## src/rtl/lwb_pkg.sv

```systemverilog
package lwb_pkg;
    typedef enum logic [1:0] {
        LOW_ONLY = 2'd0,
        WAKING   = 2'd1,
        UPPER_ON = 2'd2
    } pwr_state_e;
endpackage

```

## src/rtl/lwb_map_table.sv

```systemverilog
module lwb_map_table #(
    parameter int NREG  = 64,
    parameter int IDX_W = 6,
    localparam int REG_W = $clog2(NREG)
) (
    input  logic             clk,
    input  logic             rst_n,
    input  logic             clear,
    input  logic             set_en,
    input  logic [REG_W-1:0] set_reg,
    input  logic [IDX_W-1:0] set_idx,
    input  logic [REG_W-1:0] wr_look_reg,
    output logic             wr_look_hit,
    output logic [IDX_W-1:0] wr_look_idx,
    input  logic [REG_W-1:0] rd_look_reg,
    output logic             rd_look_hit,
    output logic [IDX_W-1:0] rd_look_idx
);
    logic [NREG-1:0]  valid_q;
    logic [IDX_W-1:0] slot_idx_q [NREG];

    // Later assignment wins: a set in the clearing cycle survives.
    always_ff @(posedge clk or negedge rst_n) begin
        if (!rst_n) begin
            valid_q <= '0;
        end else begin
            if (clear)  valid_q <= '0;
            if (set_en) valid_q[set_reg] <= 1'b1;
        end
    end

    always_ff @(posedge clk) begin
        if (set_en) slot_idx_q[set_reg] <= set_idx;
    end

    always_comb begin
        wr_look_hit = valid_q[wr_look_reg];
        wr_look_idx = slot_idx_q[wr_look_reg];
        rd_look_hit = valid_q[rd_look_reg];
        rd_look_idx = slot_idx_q[rd_look_reg];
    end
endmodule

```

## src/rtl/lwb_entry_store.sv

```systemverilog
module lwb_entry_store #(
    parameter int NENT   = 64,
    parameter int DATA_W = 32,
    parameter int REG_W  = 6,
    localparam int IDX_W = $clog2(NENT)
) (
    input  logic              clk,
    input  logic              we,
    input  logic              we_tag,
    input  logic [IDX_W-1:0]  w_idx,
    input  logic [DATA_W-1:0] w_data,
    input  logic [REG_W-1:0]  w_reg,
    input  logic [IDX_W-1:0]  ra_idx,
    output logic [DATA_W-1:0] ra_data,
    input  logic [IDX_W-1:0]  rb_idx,
    output logic [DATA_W-1:0] rb_data,
    output logic [REG_W-1:0]  rb_reg
);
    logic [DATA_W-1:0] data_q [NENT];
    logic [REG_W-1:0]  tag_q  [NENT];

    always_ff @(posedge clk) begin
        if (we) data_q[w_idx] <= w_data;
        if (we && we_tag) tag_q[w_idx] <= w_reg;
    end

    always_comb begin
        ra_data = data_q[ra_idx];
        rb_data = data_q[rb_idx];
        rb_reg  = tag_q[rb_idx];
    end
endmodule

```

## src/rtl/lwb_power_ctrl.sv

```systemverilog
module lwb_power_ctrl
    import lwb_pkg::*;
(
    input  logic clk,
    input  logic rst_n,
    input  logic clear,
    input  logic need_upper,
    input  logic pwr_good,
    output logic pwr_req,
    output logic upper_ok,
    output logic upper_on
);
    pwr_state_e state_q, state_d;

    always_ff @(posedge clk or negedge rst_n) begin
        if (!rst_n) state_q <= LOW_ONLY;
        else        state_q <= state_d;
    end

    always_comb begin
        state_d = state_q;
        unique case (state_q)
            LOW_ONLY: if (need_upper) state_d = WAKING;   // wake
            WAKING:   if (pwr_good)   state_d = UPPER_ON; // settle
            UPPER_ON: state_d = UPPER_ON;
            default:  state_d = LOW_ONLY;
        endcase
        if (clear) state_d = LOW_ONLY;                    // release
    end

    always_comb begin
        pwr_req  = 1'b0;
        upper_ok = 1'b0;
        upper_on = 1'b0;
        unique case (state_q)
            LOW_ONLY: pwr_req = need_upper;
            WAKING: begin
                pwr_req  = 1'b1;
                upper_ok = pwr_good;
            end
            UPPER_ON: begin
                pwr_req  = 1'b1;
                upper_ok = 1'b1;
                upper_on = 1'b1;
            end
            default: pwr_req = 1'b0;
        endcase
    end
endmodule

```

## src/rtl/lane_write_buffer.sv

```systemverilog
module lane_write_buffer #(
    parameter int DATA_W  = 32,
    parameter int NREG    = 64,
    parameter int NENT    = 64,
    parameter int LOW_ENT = 16,
    localparam int REG_W = $clog2(NREG),
    localparam int IDX_W = $clog2(NENT),
    localparam int CNT_W = $clog2(NENT + 1)
) (
    input  logic              clk,
    input  logic              rst_n,
    input  logic              warp_start,
    input  logic              wr_en,
    input  logic [REG_W-1:0]  wr_reg,
    input  logic [DATA_W-1:0] wr_data,
    output logic              wr_ready,
    input  logic [REG_W-1:0]  rd_reg,
    input  logic [DATA_W-1:0] arr_rd_data,
    output logic [DATA_W-1:0] rd_data,
    output logic              pwr_req,
    input  logic              pwr_good,
    input  logic [IDX_W-1:0]  drain_idx,
    output logic [DATA_W-1:0] drain_data,
    output logic [REG_W-1:0]  drain_reg,
    output logic              drain_done
);
    logic [CNT_W-1:0]  count_q, cnt_eff;
    logic              wr_hit, rd_hit, wr_hit_eff;
    logic [IDX_W-1:0]  wr_idx, rd_idx, w_idx;
    logic              need_alloc, need_upper, upper_ok, upper_on, stall, do_write;
    logic [DATA_W-1:0] buf_rd_data;

    always_comb begin
        wr_hit_eff = wr_hit && !warp_start;
        cnt_eff    = warp_start ? '0 : count_q;
        need_alloc = wr_en && !wr_hit_eff;
        need_upper = need_alloc && (cnt_eff >= CNT_W'(LOW_ENT));
        stall      = need_upper && !upper_ok;
        do_write   = wr_en && !stall;
        w_idx      = wr_hit_eff ? wr_idx : cnt_eff[IDX_W-1:0];
        wr_ready   = !stall;
        rd_data    = rd_hit ? buf_rd_data : arr_rd_data;
        drain_done = CNT_W'(drain_idx) >= count_q;
    end

    always_ff @(posedge clk or negedge rst_n) begin
        if (!rst_n) count_q <= '0;
        else        count_q <= cnt_eff + CNT_W'(do_write && need_alloc);
    end

    lwb_map_table #(.NREG(NREG), .IDX_W(IDX_W)) u_map (
        .clk(clk), .rst_n(rst_n), .clear(warp_start),
        .set_en(do_write && need_alloc), .set_reg(wr_reg), .set_idx(w_idx),
        .wr_look_reg(wr_reg), .wr_look_hit(wr_hit), .wr_look_idx(wr_idx),
        .rd_look_reg(rd_reg), .rd_look_hit(rd_hit), .rd_look_idx(rd_idx)
    );

    lwb_entry_store #(.NENT(NENT), .DATA_W(DATA_W), .REG_W(REG_W)) u_store (
        .clk(clk), .we(do_write), .we_tag(need_alloc), .w_idx(w_idx),
        .w_data(wr_data), .w_reg(wr_reg),
        .ra_idx(rd_idx), .ra_data(buf_rd_data),
        .rb_idx(drain_idx), .rb_data(drain_data), .rb_reg(drain_reg)
    );

    lwb_power_ctrl u_pwr (
        .clk(clk), .rst_n(rst_n), .clear(warp_start), .need_upper(need_upper),
        .pwr_good(pwr_good), .pwr_req(pwr_req), .upper_ok(upper_ok), .upper_on(upper_on)
    );
endmodule

```

## config.mk

```make
export PLATFORM = sky130hd
export DESIGN_NAME = lane_write_buffer
export DESIGN_NICKNAME = d
export VERILOG_FILES = /design/src/rtl/lwb_pkg.sv /design/src/rtl/lwb_map_table.sv /design/src/rtl/lwb_entry_store.sv /design/src/rtl/lwb_power_ctrl.sv /design/src/rtl/lane_write_buffer.sv
export SDC_FILE = /design/constraint.sdc
export NUM_CORES = 2
export LEC_CHECK = 0
export ABC_CLOCK_PERIOD_IN_PS = 9600
export BUFFER_PORTS_ARGS = -buffer_cell sky130_fd_sc_hd__buf_2
export CAP_MARGIN = 20
export CORE_UTILIZATION = 35
export DETAILED_ROUTE_END_ITERATION = 6
export GPL_ROUTABILITY_DRIVEN = 1
export SYNTH_ARGS = -nofsm -noshare
export SYNTH_HDL_FRONTEND = slang
export SYNTH_SLANG_ARGS = --single-unit
```

## constraint.sdc

```tcl
create_clock -name clk -period 9.6 [get_ports clk]
set_input_delay 0.96 -clock clk [delete_from_list [all_inputs] [get_ports clk]]
set_output_delay 0.96 -clock clk [all_outputs]
set_load 0.02 [all_outputs]
```

======== Word level (Yosys, flattened, before mapping) ========
Memories as Yosys holds them, arrays and structs flattened.
Index checks and enable logic that the tools add are counted.
cells by class
  equality and inequality tests ........... 4
  bitwise gates (word level) .............. 1
  mux-type cells .......................... 21
  $add $sub $neg .......................... 1
  reductions and logical operators ........ 14
  magnitude comparators ................... 5
operators by type and width
  kind                                                                           number
  64-bit two-way mux                                                             2
  64-bit OR                                                                      1
  32-bit two-way mux                                                             1
  6-bit by 7-bit less-than comparator with 1-bit output (second input constant)  2
  1-bit binary-select mux with 6-bit select                                      2
  7-bit by 1-bit adder with 7-bit output                                         1
  6-bit by 7-bit >= comparator with 1-bit output                                 1
  7-bit by 5-bit >= comparator with 1-bit output (second input constant)         1
  1-bit logical AND                                                              7
  1-bit two-way mux                                                              7
  7-bit two-way mux                                                              1
  1-bit demux with 6-bit select                                                  1
  6-bit by 1-bit >= comparator with 1-bit output (second input constant)         1
  2-bit two-way mux                                                              3
  6-bit two-way mux                                                              1
  3-bit != test (second input constant)                                          2
  2-bit one-hot mux with 3 select lines                                          1
  1-bit zero test                                                                4
  1-bit one-hot mux with 2 select lines                                          2
  2-bit by 1-bit equality test with 1-bit output (second input constant)         1
  2-bit equality test (second input constant)                                    1
  2-bit zero test                                                                1
  2-bit AND reduction                                                            1
  2-bit OR reduction                                                             1
word-level totals
  register bits ........................... 73
  memory bits (writable) .................. 2816
  bits of input ports ..................... 87
  word-level logic and storage cells ...... 52
  memories ................................ 3
memories
  memory            depth  width  rd ports  clocked after memory_dff  wr ports  RTL line               text
  u_store.data_q    64     32     2         0                         1         lwb_entry_store.sv:19  logic [DATA_W-1:0] data_q [NENT];
  u_map.slot_idx_q  64     6      2         0                         1         lwb_map_table.sv:20    logic [IDX_W-1:0] slot_idx_q [NREG];
  u_store.tag_q     64     6      1         0                         1         lwb_entry_store.sv:20  logic [REG_W-1:0] tag_q [NENT];

======== Logic depth before layout (Yosys ltp) ========
  depth after elaboration ................. 12
  mapped depth ............................ 19
  gate-level depth less buffers ........... 14

======== Cells and area by module ========
Synthesis repeated with hierarchy kept, for this count alone.
unflattened totals
  cell total of the unflattened synthesis .. 6620
  area total of the unflattened synthesis .. 131422.3 µm²
by module, submodules not included
  module             area each (µm²)  instances  sequential area each (µm²)  cells an instance
  lwb_entry_store    108497.8         1          73030.0                     5219
  lwb_map_table      21744.6          1          13132.6                     1275
  lane_write_buffer  987.2            1          175.2                       106
  lwb_power_ctrl     192.7            1          50.0                        20

======== Worst setup path after synthesis ========
No wires, ideal clock.
  path kind ............................... in2reg
  start point ............................. in wr_reg[1]
  end point ............................... mem u_store.data_q[46][0] (enable)
  stages .................................. 12
  setup slack ............................. 1.937 ns
  data arrival time ....................... 7.238 ns
  path through ............................ buf_6 -> mux2_4 -> a221o_1 -> a221o_1 -> a22o_1 -> or3_1 -> buf_4 -> a211oi_2 -> nand3_1 -> or2_2 -> clkbuf_1 -> nor2b_1
on the way
  elaborated cells between the ends (all ways) .. 13
  those cells by class .................... mux (5); reduce/logical (7); memory (1)
RTL lines
  what                                       RTL line                 text
  start, declared                            lane_write_buffer.sv:14  input logic [REG_W-1:0] wr_reg,
  1-bit binary-select mux with 6-bit select  lwb_map_table.sv:37      wr_look_hit = valid_q[wr_look_reg];
  1-bit two-way mux (not written as such)    lwb_map_table.sv:37
  1-bit logical AND                          lane_write_buffer.sv:34  wr_hit_eff = wr_hit && !warp_start;
  6-bit two-way mux *                        lane_write_buffer.sv:40  w_idx = wr_hit_eff ? wr_idx : cnt_eff[IDX_W-1:0];
  named net u_map.set_idx[2]                 lwb_map_table.sv:11      input logic [IDX_W-1:0] set_idx,
  end, declared                              lwb_entry_store.sv:19
The timed path passes the listed nets; every way through them passes the cells marked *. The select of a mux whose other input is x is not followed.

======== Final worst setup path ========
  start point ............................. in rd_reg[0]
  end point ............................... out rd_data[30]
on the way
  longest elaborated chain between the ends .. 3
  elaborated cells between the ends (all ways) .. 5
  those cells by class .................... mux (3); memory (2)
RTL lines
  what                                                                                 RTL line                 text
  start, declared                                                                      lane_write_buffer.sv:17  input logic [REG_W-1:0] rd_reg,
  memory read 64 x 6 bit or 1-bit binary-select mux with 6-bit select (tied branches)  n/a
  memory read 64 x 32 bit or 1-bit two-way mux (tied branches)                         n/a
  32-bit two-way mux *                                                                 lane_write_buffer.sv:42  rd_data = rd_hit ? buf_rd_data : arr_rd_data;
  end, declared                                                                        lane_write_buffer.sv:19  output logic [DATA_W-1:0] rd_data,
Every way passes the cells marked *; elsewhere a longest branch is shown, timed or not. The select of a mux whose other input is x is not followed.

==> run summary <==
The fraction of power spent switching nets is 0.264, and the routability congestion estimate is 0.940. Buffers inserted to repair hold after CTS numbered 0. For the largest vdd supply drop, the log shows 0.000143 V.

The tools report the origin of the critical flop-to-flop path as u_map.valid_q[49]. The data arrival time of the critical path is 7.70 ns. Remaining design rule violation count: 1. For the pin count of the biggest net entering global routing, the log shows 141. Endpoint of the most critical register-to-register path: u_store.data_q[59][15]. Worst reg-to-reg setup slack: 3.77 ns. The first-pass GRT wire length is 684000 microns, and the register bit total from synthesis is 2889. The fraction of synthesis flops using an asynchronous set or reset pin was 0.0253. Summed over all cells, the static leakage comes to 0.0485 uW.

In this run the cell area measured after placement is 142000 sq um. The synthesis warning total is 0, and the post-synthesis instance area is 134000 sq um. The flow ran to the end, but the final reports show violations. The sequential cell area in the final layout is 86400 sq um, and the fill cell instance count of the final layout is 33900.

The logs give 85500 for the via count of the first global-routing pass and 0.396 for the clock network fraction of design power. The final layout contains routed wiring with a total length of 500000 microns. Summed over all failing endpoints, the final setup total negative slack is 0 ns. After the last flow step, the layout net total stands at 8372.

The initial antenna violation count is 55, and the total die area is 385000 sq um. The min-delay analysis places its worst path in the category input port to async pin. Port buffering added 159 buffers. The run gives 0.382 as the routing usage on met2.

After legalization and detailed placement, the total HPWL measured 287000 microns. The number of instances in the synthesized netlist came out at 8185. The ratio of routed vias to standard cells is 6.54, and the largest buffer count on any clock path is 4. The top fanout value on the critical path works out to 55. The ratio of final minimum period to clock period is 0.902.

Post-CTS repair changed the size of 0 cells. Sequential element share of the synthesized area: 0.646. The sequential group share of total power was 0.473; the final hold slack was 0.285 ns. The critical path required time is 8.64 ns, and the placed instance count is 13000.

The met1 global-route usage is 0.328. The logs give 314 for the total clock buffers created by CTS and 0 for the number of antenna-violating nets in the routed design. The tools report the remaining max-slew budget at the tightest pin as 0.103. The layer flagged by global routing as most heavily used is met2. After detailed routing, the average wire length per cell comes to 36.8 microns.

By startpoint and endpoint, the worst setup path is classified as input port to output port. The logs give 29500 uW for the total design power and 21700 uW for the cell-internal power. The synthesized netlist net count was 8285; the I/O pin count was 160. The share of final-layout standard cells stronger than drive strength 1 came out at 0.241. The cell sitting at the root of the clock tree is a sky130_fd_sc_hd__clkbuf_16.

The worst setup path is captured at an output port. The first detailed-routing pass ran for 7 iterations. The shortest clock period the worst path allows after layout was 8.66 ns. The tool flagged a number of max-cap violations equal to 0.

In the final layout, the multi-input gates occupy 45000 sq um. The achievable clock frequency came out at 115 MHz. Clock skew on the completed layout was measured at 0.0854 ns. The tools report the number of failing hold endpoints at the final stage as 0.

The most common cell after layout, fill and taps aside is sky130_fd_sc_hd__edfxtp_1. The first routing iteration left 15400 violations. Row generation in the floorplan step produced 226 rows. The routed layout has 88700 vias. For the final count of negative-setup-slack endpoints, the log shows 0. The logs give 0.253 for the total track usage and 0 for the number of setup buffers added after CTS.

The later pin in the worst-skew pair is clocked with a latency of 0.96 ns. CTS built an H-tree with a depth of 5. The die is 620 microns tall. From left edge to right edge, the die measures 620 microns. In this run the power density over the cells is 194 nW/um^2. Counting distinct cell types in the post-synthesis netlist gives 90. For this design, the sink count on the clock tree is 2889.

The mean area per synthesized cell is 16.3 sq um, and the final cell count without fillers is 13600. The startpoint of the worst setup timing path is rd_reg[0]. The total area inside the core boundary comes to 380000 sq um. The top cell types in the final layout, fill and taps aside, are 2816 x sky130_fd_sc_hd__edfxtp_1, 1256 x sky130_fd_sc_hd__nand2_1, 974 x sky130_fd_sc_hd__mux4_2.

In this run, synthesis inferred 2816 flip-flops with an integrated enable. Clock transition time at the flip-flop clock pins of the worst setup and hold paths: 0.06 ns. The worst setup path is launched from an input port.

Summing all non-filler instances in the final layout gives an area of 152000 sq um. Setup repair after global routing left no endpoint under its margin. TritonCTS built the clock tree. The effective utilization at floorplan is 0.352. For the pin with the worst max-slew slack, the measured transition is 1.34 ns. The met3 demand-to-capacity share in global routing is 0.0722. From synthesis to final layout, the design area changed by 13.5%. The flip-flop cell with the highest count after synthesis is sky130_fd_sc_hd__edfxtp_1. The run gives 0 as the max-slew violation count. The tools report the power dissipated by switching net loads as 7770 uW. The checks that failed: design-rule violations.

The logs give 0 for the total global routing overflow and 0.131 for the logic gate share of total power. The number of cells traversed by the worst register-to-register path is 12.
synth_stat cells, types with 46 or more instances:
cell type	number	area share
sky130_fd_sc_hd__mux2_2	46	0.0039
sky130_fd_sc_hd__nand3_1	141	0.0053
sky130_fd_sc_hd__o22ai_1	61	0.0029
sky130_fd_sc_hd__clkbuf_1	359	0.010
sky130_fd_sc_hd__mux2i_1	393	0.029
sky130_fd_sc_hd__nand2_1	1261	0.035
sky130_fd_sc_hd__dfrtp_1	73	0.014
sky130_fd_sc_hd__mux4_2	974	0.16
sky130_fd_sc_hd__o2bb2ai_1	72	0.0047
sky130_fd_sc_hd__a31oi_1	108	0.0051
sky130_fd_sc_hd__edfxtp_1	2816	0.63
sky130_fd_sc_hd__a21oi_1	93	0.0035
sky130_fd_sc_hd__a211oi_1	139	0.0078
sky130_fd_sc_hd__a311oi_1	150	0.0098
sky130_fd_sc_hd__a221oi_1	52	0.0034
sky130_fd_sc_hd__buf_2	161	0.0060
sky130_fd_sc_hd__nor2_1	237	0.0067
sky130_fd_sc_hd__buf_1	116	0.0033
sky130_fd_sc_hd__and3_1	224	0.010
sky130_fd_sc_hd__a32oi_1	109	0.0071
power by group through the flow:
stage                     sequential [uW]  clock (uW)  combinational [uW]
after floorplan                     14200           0                2180
after global placement              14200           0                3720
after detailed placement            14200           0                3750
after CTS                           13900       11700                3770
after global routing                13900       12200                3970
final                               13900       11700                3860
how the worst max path moves through the flow:
stage	endpoint	cells after the start	slack (ns)
6_report	rd_data[30]	14	0.94
5_1_grt	rd_data[30]	14	1.03
4_1_cts	rd_data[30]	14	1.02
3_5_place_dp	rd_data[30]	14	1.06
3_3_place_gp	rd_data[30]	14	1.03
2_1_floorplan	u_store.data_q[46][0]	12	1.94
registers in the layout, indices dropped and copies added, names as in the netlist:
register and cells:
u_map.slot_idx_q 384, u_pwr.state_q 2, count_q 7, u_store.data_q 2048, u_store.tag_q 384, u_map.valid_q 64
kinds of logic (layout without fill, tap and decap cells):
kind of cell	Yosys count	in the layout	share of synthesized area
buf+inv	713	1046	0.0233
compound gates	1119	1119	0.0657
other cells	0	41	0
flops	2889	2889	0.646
fa+ha+maj	13	13	0.00122
simple gates	2031	2031	0.0661
mux	1415	1415	0.198
xor+xnor	5	5	0.000327
stage by stage:
| stage | setup WS, ns | util |
|---|---|---|
| 4_1_cts | 1.02 | 0.399 |
| 3_5_place_dp | 1.06 | 0.374 |
| 3_3_place_gp | 1.03 | 0.374 |
| 6_report | 0.941 | 0.400 |
| 5_1_grt | 1.03 | 0.400 |
| 2_1_floorplan | 1.94 | - |
metal layers:
layer,wire (microns),share of wire,vias up
li1,-,-,33900
met1,177000,0.36,46000
met2,222000,0.44,7382
met3,68100,0.14,1488
met4,32100,0.064,32
met5,328,0.00066,-
area by class of cell:
| cell class | instances | area share |
|---|---|---|
| Multi-Input combinational cell | 4583 | 0.296 |
| Timing Repair Buffer | 456 | 0.0283 |
| Antenna cell | 41 | 0.000676 |
| Clock buffer | 385 | 0.0545 |
| Clock inverter | 177 | 0.00893 |
| Inverter | 28 | 0.000692 |
| Tap cell | 5016 | 0.0413 |
| Sequential cell | 2889 | 0.569 |
critical path: stages:
cell                        delay, ns
sky130_fd_sc_hd__buf_6           0.54
sky130_fd_sc_hd__buf_4           0.50
sky130_fd_sc_hd__mux4_2          0.60
sky130_fd_sc_hd__o2111ai_1       0.25
sky130_fd_sc_hd__a41o_4          0.57
sky130_fd_sc_hd__and2_4          0.77
sky130_fd_sc_hd__buf_4           0.58
sky130_fd_sc_hd__buf_4           0.36
sky130_fd_sc_hd__nand2_1         0.09
sky130_fd_sc_hd__a31oi_1         0.69
sky130_fd_sc_hd__o221ai_1        0.62
sky130_fd_sc_hd__nor4_1          0.52
sky130_fd_sc_hd__a211o_1         0.17
sky130_fd_sc_hd__buf_2           0.17
(Power assumes the default switching activity.)
